### config.mk
export PLATFORM = sky130hd
export DESIGN_NAME = smb_master_engine
export DESIGN_NICKNAME = d
export VERILOG_FILES = /design/src/rtl/smb_master_engine.sv
export SDC_FILE = /design/constraint.sdc
export NUM_CORES = 1
export LEC_CHECK = 0
export ABC_CLOCK_PERIOD_IN_PS = 2500
export BUFFER_PORTS_ARGS = -buffer_cell sky130_fd_sc_hd__buf_2
export CORE_UTILIZATION = 50
export DETAILED_ROUTE_END_ITERATION = 16
export PLACE_DENSITY = 0.78
export SYNTH_ARGS = -nofsm -noshare
export SYNTH_HDL_FRONTEND = slang
export SYNTH_SLANG_ARGS = --single-unit
### constraint.sdc
create_clock -name clk -period 2.5 [get_ports clk]
set_input_delay 0.5 -clock clk [delete_from_list [all_inputs] [get_ports clk]]
set_output_delay 0.5 -clock clk [all_outputs]
set_load 0.01 [all_outputs]
### src/rtl/smb_master_engine.sv
module smb_master_engine #(
  parameter int QDIV = 4,
  parameter int CW   = 8
) (
  input  logic          clk,
  input  logic          rst_n,
  input  logic          go,
  input  logic [6:0]    addr,
  input  logic          rd,
  input  logic [CW-1:0] nbytes,
  input  logic [7:0]    wr_data,
  output logic          wr_take,
  output logic [7:0]    rd_data,
  output logic          rd_valid,
  output logic          busy,
  output logic          done,
  output logic          err,
  output logic          scl_oe,
  output logic          sda_oe,
  input  logic          sda_in
);
  localparam int QW = (QDIV > 1) ? $clog2(QDIV) : 1;

  typedef enum logic [1:0] {S_IDLE, S_START, S_BIT, S_STOP} st_t;
  st_t st;

  logic [QW-1:0] qc;
  logic [1:0]    q;
  logic [3:0]    idx;
  logic [7:0]    sh;
  logic [CW-1:0] cnt;
  logic          dir, aph, ackbad, sda_prev, cur_sda;

  wire tick    = (st != S_IDLE) && (qc == QW'(QDIV - 1));
  wire tx      = aph | ~dir;
  wire last    = (cnt == CW'(1));
  wire databit = (idx < 4'd8);
  wire lowph   = (st == S_BIT) || (st == S_STOP);

  always_comb begin
    case (st)
      S_START: cur_sda = q[1];
      S_BIT:   cur_sda = databit ? (tx & ~sh[7]) : (~tx & ~last);
      S_STOP:  cur_sda = (q != 2'd3);
      default: cur_sda = 1'b0;
    endcase
  end

  assign sda_oe = (lowph && q == 2'd0) ? sda_prev : cur_sda;
  assign scl_oe = lowph && !q[1];
  assign busy   = (st != S_IDLE);

  always_ff @(posedge clk or negedge rst_n) begin
    if (!rst_n) begin
      st <= S_IDLE; qc <= '0; q <= '0; idx <= '0; sh <= '0; cnt <= '0;
      dir <= 1'b0; aph <= 1'b0; ackbad <= 1'b0; sda_prev <= 1'b0;
      wr_take <= 1'b0; rd_valid <= 1'b0; rd_data <= '0; done <= 1'b0; err <= 1'b0;
    end else begin
      wr_take  <= 1'b0;
      rd_valid <= 1'b0;
      done     <= 1'b0;
      if (st == S_IDLE) begin
        qc <= '0;
        q  <= '0;
        if (go) begin
          st  <= S_START;
          sh  <= {addr, rd};
          dir <= rd;
          cnt <= nbytes;
          aph <= 1'b1;
          idx <= '0;
          err <= 1'b0;
        end
      end else begin
        qc <= tick ? '0 : qc + 1'b1;
        if (tick) q <= q + 2'd1;
        if (tick && q == 2'd3) sda_prev <= cur_sda;
        case (st)
          S_START: if (tick && q == 2'd3) st <= S_BIT;
          S_BIT: begin
            if (tick && q == 2'd2) begin
              if (databit && !tx) sh <= {sh[6:0], sda_in};
              if (!databit && tx) ackbad <= sda_in;
            end
            if (tick && q == 2'd3) begin
              if (databit) begin
                idx <= idx + 4'd1;
                if (tx) sh <= {sh[6:0], 1'b0};
              end else begin
                idx <= '0;
                aph <= 1'b0;
                if (tx && ackbad) begin
                  err <= 1'b1;
                  st  <= S_STOP;
                end else begin
                  if (!aph && !tx) begin
                    rd_data  <= sh;
                    rd_valid <= 1'b1;
                  end
                  if (!aph) cnt <= cnt - 1'b1;
                  if ((aph && cnt == '0) || (!aph && last)) st <= S_STOP;
                  else if (!dir) begin
                    sh      <= wr_data;
                    wr_take <= 1'b1;
                  end
                end
              end
            end
          end
          S_STOP: if (tick && q == 2'd3) begin
            st   <= S_IDLE;
            done <= 1'b1;
          end
          default: st <= S_IDLE;
        endcase
      end
    end
  end
endmodule

Word-level counts from Yosys, hierarchy flattened
Cells that the tools add are included.
Operators by class
  add/sub/neg operators: 4
  multiply operators: 0
  divide/modulo/power cells: 0
  magnitude comparators: 1
  equality and inequality tests: 17
  shifts and indexed selects: 0
  multiplexer cells: 66
  bitwise logic cells: 10
  reduce and logical (&&, ||, !) cells: 35
Operators with widths (count)
  two-way mux 8 bit: 18
  two-way mux 1 bit: 29
  two-way mux 2 bit: 12
  two-way mux 4 bit: 5
  AND reduction 6 bit: 3
  logical AND 1 bit: 11
  equality test 2 bit (second input constant): 5
  nonzero test 2 bit: 5
  equality test 8 x 1 -> 1 bit (second input constant): 1
  logical NOT 8 bit: 1
  AND reduction 4 bit: 2
  subtractor 8 x 1 -> 8 bit (second input constant): 1
  NOT 1 bit: 7
  != test 2 bit (second input constant): 3
  != test 3 x 1 -> 1 bit (second input constant): 2
  case mux 2 bit (3 select lines): 1
  AND reduction 2 bit: 3
  AND reduction 5 bit: 1
  adder 2 x 1 -> 2 bit (second input constant): 2
  adder 4 x 1 -> 4 bit (second input constant): 1
  logical NOT 1 bit: 4
  logical NOT 2 bit: 2
  < comparator 4 bit (second input constant): 1
  != test 2 x 1 -> 1 bit (second input constant): 2
  other kinds (9): 11
Word-level totals
  bits in registers: 42
  latch bits: 0
  memory bits (writable): 0
  bits in read-only memories: 0
  input bits: 28
  output and inout bits: 15
  logic and storage cells: 148
  memories kept: 0

Depth between registers and ports, before layout
Gate-level depths: netlist of the first run.
  depth in word-level cells: 13
  mapped depth: 8
  mapped depth without buffers: 6

Worst setup path after synthesis of the first run
Ideal clock, no wire load.
  kind: register to output
  start: register st[0]
  end: output port sda_oe
  data arrival time: 1654 ps
  data required time: 2000 ps
  path slack: 346 ps
  cell stages (with the launch flop): 7
  buffers on the path: 1
  cell sequence: dfrtp_1 -> inv_1 -> ha_1 -> clkbuf_1 -> nor4b_1 -> a2111oi_0 -> o22ai_1
Between the ends
  longest elaborated chain between the ends: 4
  elaborated cells between the ends (all ways): 7
  classes of those cells: eq/ne: 3; mux: 2; reduce/logical: 2
Ends and longest elaborated chain
  start: declaration: line 25  | st_t st;
  start signal: assignment: line 55  | st <= S_IDLE; qc <= '0; q <= '0; idx <= '0; sh <= '0; cnt <= '0;
  start signal: assignment: line 66  | st <= S_START;
  start signal: assignment: line 79  | S_START: if (tick && q == 2'd3) st <= S_BIT;
  branches (longest 3 deep; another with case mux 1 bit (3 select lines))
  two-way mux 1 bit (*): line 49  | assign sda_oe = (lowph && q == 2'd0) ? sda_prev : cur_sda;
  end: declaration: line 19  | output logic sda_oe,
Mark *: on every way between the ends.

Worst setup path in the final report of the first run
  start: register cnt[6]
  end: output port sda_oe
Between the ends
  longest elaborated chain between the ends: 6
Ends and longest elaborated chain
  start: declaration: line 31  | logic [CW-1:0] cnt;
  start signal: assignment: line 69  | cnt <= nbytes;
  start signal: assignment: line 100  | if (!aph) cnt <= cnt - 1'b1;
  equality test 8 x 1 -> 1 bit: line 36  | wire last = (cnt == CW'(1));
  NOT 1 bit: line 43  | S_BIT: cur_sda = databit ? (tx & ~sh[7]) : (~tx & ~last);
  AND 1 bit: line 43
  two-way mux 1 bit: line 43
  case mux 1 bit (3 select lines): line 41  | case (st)
  two-way mux 1 bit: line 49
Every way passes these cells.

==> metrics.cfg, run 1 <==
[cts]
cts_root_buf=clkbuf_8
cts_buffer_depth=2
cts.htree.levels=2
cts_sinks=42
clock_latency_ns=0.30
hold_buffers=0
cts_inserted_buffers=5
cts_tree=done
path_clk_slew_ns=0.08

[timing]
period_needed_ns=2.395
fmaxAchievable_mhz=417.6
clock_skew_ns=0.006031
finalHoldViolCount=0
finalMaxSlewViolations=0
worst_pin_slew_ns=0.6062
slew_headroom_pct=59.44
setup_violations=0
rsz0062_at_grt=no
final.setup.tns_ns=0
whs_ns=0.2474
post-route-period-util_pct=95.78

[grt]
grt_first_pass_wirelength_um=10820
grt_max_degree=43
overflow=0
antenna_found_initial=0
grtUsageTotal_pct=25.22
first_global_vias=2264

[finish]
syn2layout_area_growth_pct=17.36
drive_gt1_share_pct=29.97
antennaDiodeCount=0
design_area_mm2=0.003172
nNetsFinal=368
instances_no_fill=397
postLayoutCoreUtil_pct=61.32
fillers=435

[setup_path]
startpoint_type=flip-flop
worstPathMaxFanout=6
path_class=reg -> out
arrival_ns=1.89
ff2ff_path_depth=6
required_ns=2.00
critPathCaptureType=output port

[die]
die_y_um=75.52
initial_utilization_pct=52.25
ioPinCount=43
core_mm2=0.005172
die_area_mm2=0.005703
die_w_um=75.52
num_rows=26

[power]
p_per_area_mw_per_mm2=1135
ir_drop_uv=486.4
leakage_nw=1.469

[logic_synthesis]
synth_area_mm2=0.002703
synth-edff-count=0
synth_cell_types=56
synthArstFlopShare_pct=100.0
yosys_most_used_dff=dfrtp_1
synthCells=278
yosys_warnings=0
avgSynthCellArea_um2=9.722
seq_area_frac_synth_pct=38.89
ys_seq_elements=42
synth.net_count=320

[placement]
postPlaceCellArea_mm2=0.003030
gp_congestion=0.9083
port_buffers=42
dp_hpwl_um=4749
placed_cells=387

[route]
vias_per_cell=6.015
routed_wl_um=6641
num_vias=2388
detail_route.wl_per_cell_um=16.73
drc=0
drt_iter0_drc=242
antenna_left=0
drtPass1Iterations=4

[min_path]
min_path_type=in -> async

[outcome]
outcome=complete, no violations

[job]
max_cap_violations=0

cell usage in the layout (no fill, tap or decap), types with 3 or more instances in the layout:
cell,n
o21ai_0,10
nor3_1,5
clkbuf_8,5
buf_2,42
mux2i_1,5
and3_1,7
o32ai_1,4
mux2_2,14
inv_1,12
o32a_1,3
a22oi_1,3
and2_1,7
dfrtp_1,40
a21boi_0,11
nand2b_1,7
ha_1,13
a21oi_1,7
nand3_1,8
o211ai_1,9
a31oi_1,14
o221a_2,6
nor2b_1,5
o22ai_1,4
nand2_1,10
buf_4,14
nor2_1,16
Yosys cell counts (all sizes together), types with 2 or more instances:
| master | instances | share of area (%) |
|---|---|---|
| nand2b | 7 | 1.6 |
| o21ai | 12 | 2.2 |
| a31oi | 14 | 3.2 |
| o31ai | 2 | 0.56 |
| dfrtp | 42 | 39 |
| or2 | 2 | 0.46 |
| nor4 | 4 | 1.2 |
| a21boi | 11 | 3.1 |
| a2111oi | 4 | 1.6 |
| and4 | 2 | 0.65 |
| and2 | 7 | 1.6 |
| nor2b | 5 | 1.2 |
| a21oi | 7 | 1.3 |
| mux2 | 15 | 6.2 |
| and3 | 7 | 1.6 |
| clkbuf | 11 | 1.5 |
| nor3b | 2 | 0.56 |
| o22ai | 4 | 0.93 |
| o32a | 3 | 1.1 |
| buf | 4 | 0.69 |
| ha | 14 | 6.5 |
| a22oi | 3 | 0.83 |
| nor3 | 5 | 0.93 |
| o32ai | 4 | 1.3 |
| o211ai | 9 | 2.5 |
| mux2i | 5 | 1.9 |
| nand3 | 8 | 1.5 |
| nand4 | 2 | 0.46 |
| nor2 | 17 | 2.5 |
| o221a | 6 | 2.5 |
| nand2 | 10 | 1.4 |
| inv | 13 | 1.8 |
sequential cells by signal (all words and copies together), names as in the netlist, 2 cells and up:
signal	count
sh	8
qc	2
cnt	8
st	2
q	2
rd_data	8
idx	4
power breakdown:
part | internal, W | switching [W]
Sequential | 0.000885 | 0.000284
Combinational | 0.000843 | 0.00105
Clock | 0.000294 | 0.000241
Total | 0.00202 | 0.00158
path summary, 6_finish.rpt:
check / startpoint / to / slack (ns)
worst min register to register: qc[0] / qc[0] / 0.44
worst min-delay path: rst_n / rd_data[2] / 0.25
max in group asynchronous: rst_n / cnt[6] / 1.85
worst max-delay path: cnt[6] / sda_oe / 0.11
min in group clk: sda_in / ackbad / 0.42
worst max register to register: st[1] / sh[2] / 0.30
area by class of cell:
class	instances	area (um2)	area share, %
Tap cell	70	87.58	2.761
Inverter	14	52.55	1.657
Sequential cell	42	1054	33.21
Timing Repair Buffer	56	315.3	9.941
Clock buffer	5	68.82	2.170
Clock inverter	3	40.04	1.262
Multi-Input combinational cell	207	1554	48.99
critical path: stages, from the launching register on:
cell	delay [ns]
dfrtp_2	0.45
nor4_2	0.32
a31oi_1	0.17
a2111oi_2	0.37
o22ai_1	0.12
buf_2	0.16
cells by family (layout without fill, tap and decap cells):
kind of cell / count (synthesis) / after routing / share of synthesized area (%)
buffers and inverters: 29 / 78 / 4.166
AO/OA/AOI/OAI: 86 / 86 / 23.89
adder cells (fa/ha/maj): 14 / 14 / 6.482
multiplexers: 20 / 20 / 8.102
XOR/XNOR: 2 / 2 / 0.6483
flip-flops: 42 / 42 / 38.89
AND/OR/NAND/NOR: 85 / 85 / 17.82
per-layer routing:
layer	global-route usage, %	wire length (um)
met5	0	0
met4	9.671	144
met2	38.39	3084
met3	4.365	326
met1	35.86	3085
stage by stage:
stage                     setup WS, ns  power [W]
after floorplan                 0.3465   0.002419
after global placement          0.2705   0.002920
after detailed placement        0.1590   0.002968
after CTS                      0.07406   0.003535
after global routing           0.02450   0.003901
final                           0.1055   0.003600
timing repair:
action	in CTS	in global routing
endpoints found under the setup margin	1	1
pin swaps	0	3
resized for setup	2	5
setup buffers	0	2
Power figures use the tool's default switching activity.
==> run 2, diff against run 1 <==
==> constraint.sdc (replaced) <==
create_clock -name clk -period 2.5 [get_ports clk]
set_input_delay 0.5 -clock clk [delete_from_list [all_inputs] [get_ports clk]]
set_output_delay 0.5 -clock clk [all_outputs]
set_load 0.02 [all_outputs]
==> metrics.cfg, run 2 (same netlist as run 1, synthesis figures left out) <==
[finish]
final_common_cell=buf_2
reg_top3=cnt x8, rd_data x8, sh x8
design_area_mm2=0.003162
drive_gt1_share_pct=29.57
layout.area.seq_mm2=0.001054
syn2layout_area_growth_pct=16.99
postLayoutCoreUtil_pct=61.13
nNetsFinal=369
antennaDiodeCount=0
multi_input_area_mm2=0.001554
layout_common_cells=buf_2, dfrtp_1, nor2_1
fillers=435

[setup_path]
startpoint_type=flip-flop
crit_chain=nor4_2, a31oi_1, a2111oi_2, o22ai_1, buf_2
cp_num_buf_inv=1
slowest_stage=dfrtp_2
arrival_ns=1.97
critPathCaptureType=output port
path_class=reg -> out
critical-path-top-delay-family=compound AO/OA/AOI/OAI gates
worstPathMaxFanout=7
required_ns=2.00
slowest_delay_ns=0.45

[timing]
final.setup.tns_ns=0
period_needed_ns=2.466
worst_pin_slew_ns=0.9159
slew_headroom_pct=38.94
post-route-period-util_pct=98.63
setup_violations=0
finalHoldViolCount=0
fmaxAchievable_mhz=405.6
finalMaxSlewViolations=0
clock_skew_ns=0.002191
fin_ws_ns=0.03434

[cts]
cts_buffer_depth=2
cts_sinks=42
cts.htree.levels=2
path_clk_slew_ns=0.08
clock_latency_ns=0.30
cts_root_buf=clkbuf_8
cts_tree=done
cts_inserted_buffers=5

[grt]
grt_first_pass_wirelength_um=11210
grt_max_degree=43
first_global_vias=2345
grtUsageTotal_pct=26.17
antenna_found_initial=0
overflow=0

[power]
internal_power_w=0.001962
ir_drop_uv=454.6
p_per_area_mw_per_mm2=1136
netSwitchingFraction_pct=45.38
seqPwrFrac_pct=32.7
switching_power_w=0.001630
pwr-share-clk_pct=12.7
leakage_nw=1.463
p_comb_share_pct=54.6

[route]
routed_wl_um=6833
detail_route.wl_per_cell_um=17.17
num_vias=2430
drt_iter0_drc=334
vias_per_cell=6.106
drc=0
antenna_left=0
drtPass1Iterations=5

[min_path]
min_path_type=in -> async

[placement]
dp_hpwl_um=4756
port_buffers=42
gp_congestion=0.8991
postPlaceCellArea_mm2=0.003023
pre_cts_slack_ns=0.2144

[outcome]
outcome=complete, no violations

[die]
initial_utilization_pct=52.25
die_area_mm2=0.005703
core_mm2=0.005172
ioPinCount=43
die_y_um=75.52
die_w_um=75.52
num_rows=26

[job]
max_cap_violations=0

[run 2: cell count changes in the layout (fill, tap and decap cells not counted), sizes merged]
| cell | delta |
|---|---|
| clkbuf | +2 |
| buf | +1 |
| bufinv | -1 |
| clkinv | -1 |
[run 2: power by group through the flow]
stage	Sequential, W	Combinational, W	Clock (W)
finish	0.00118	0.00196	0.000457
global route	0.00120	0.00218	0.000492
CTS	0.00115	0.00189	0.000461
detailed placement	0.00116	0.00184	0
global placement	0.00115	0.00180	0
floorplan	0.00108	0.00137	0
[run 2: per-stage QoR]
stage | total power [W] | std cells | hold WS, ns
2_1_floorplan | 0.002453 | 278 | 0.2044
3_3_place_gp | 0.002949 | 386 | 0.4295
3_5_place_dp | 0.003003 | 386 | 0.4331
4_1_cts | 0.003500 | 396 | 0.3656
5_1_grt | 0.003874 | 398 | 0.4259
6_report | 0.003592 | 398 | 0.3275
[run 2: final cells by class]
type                            count  area share [%]
Sequential cell                    42           33.32
Tap cell                           70           2.770
Clock inverter                      1          0.1583
Clock buffer                        7           2.731
Multi-Input combinational cell    207           49.15
Timing Repair Buffer               57           10.21
Inverter                           14           1.662
[run 2: worst reg2reg max path, cell delays in order (launching register included)]
cell and delay (ns):
dfrtp_1 0.45, inv_1 0.09, ha_1 0.27, nor2_1 0.49, a21boi_0 0.22, a2111oi_2 0.41, o211ai_1 0.14
[run 2: worst paths after layout]
check                        from         end  slack (ns)  cells after the start
max in group asynchronous   rst_n      cnt[2]        1.54                      1
min                         rst_n  rd_data[2]        0.33                      1
min reg2reg                 qc[0]       qc[0]        0.44                      1
max reg2reg                 st[1]       sh[7]        0.29                      6
max                        cnt[3]      sda_oe        0.03                      5
min in group clk           sda_in      ackbad        0.43                      3
[run 2: routing by layer]
| metal | GRT usage (%) | part of all wire (%) | vias up |
|---|---|---|---|
| met3 | 4.894 | 5.9 | 12 |
| met2 | 40.08 | 47 | 107 |
| li1 | - | - | 1151 |
| met4 | 10.08 | 1.6 | 0 |
| met1 | 36.78 | 45 | 1160 |
| met5 | 0 | 0 | - |
[run 2: repair_timing]
action / 4_1_cts / 5_1_grt
pin swaps: 1 / 2
endpoints found under the setup margin: 1 / 1
setup buffers: 2 / 2
resized for setup: 1 / 5
hold buffers: 0 / 0
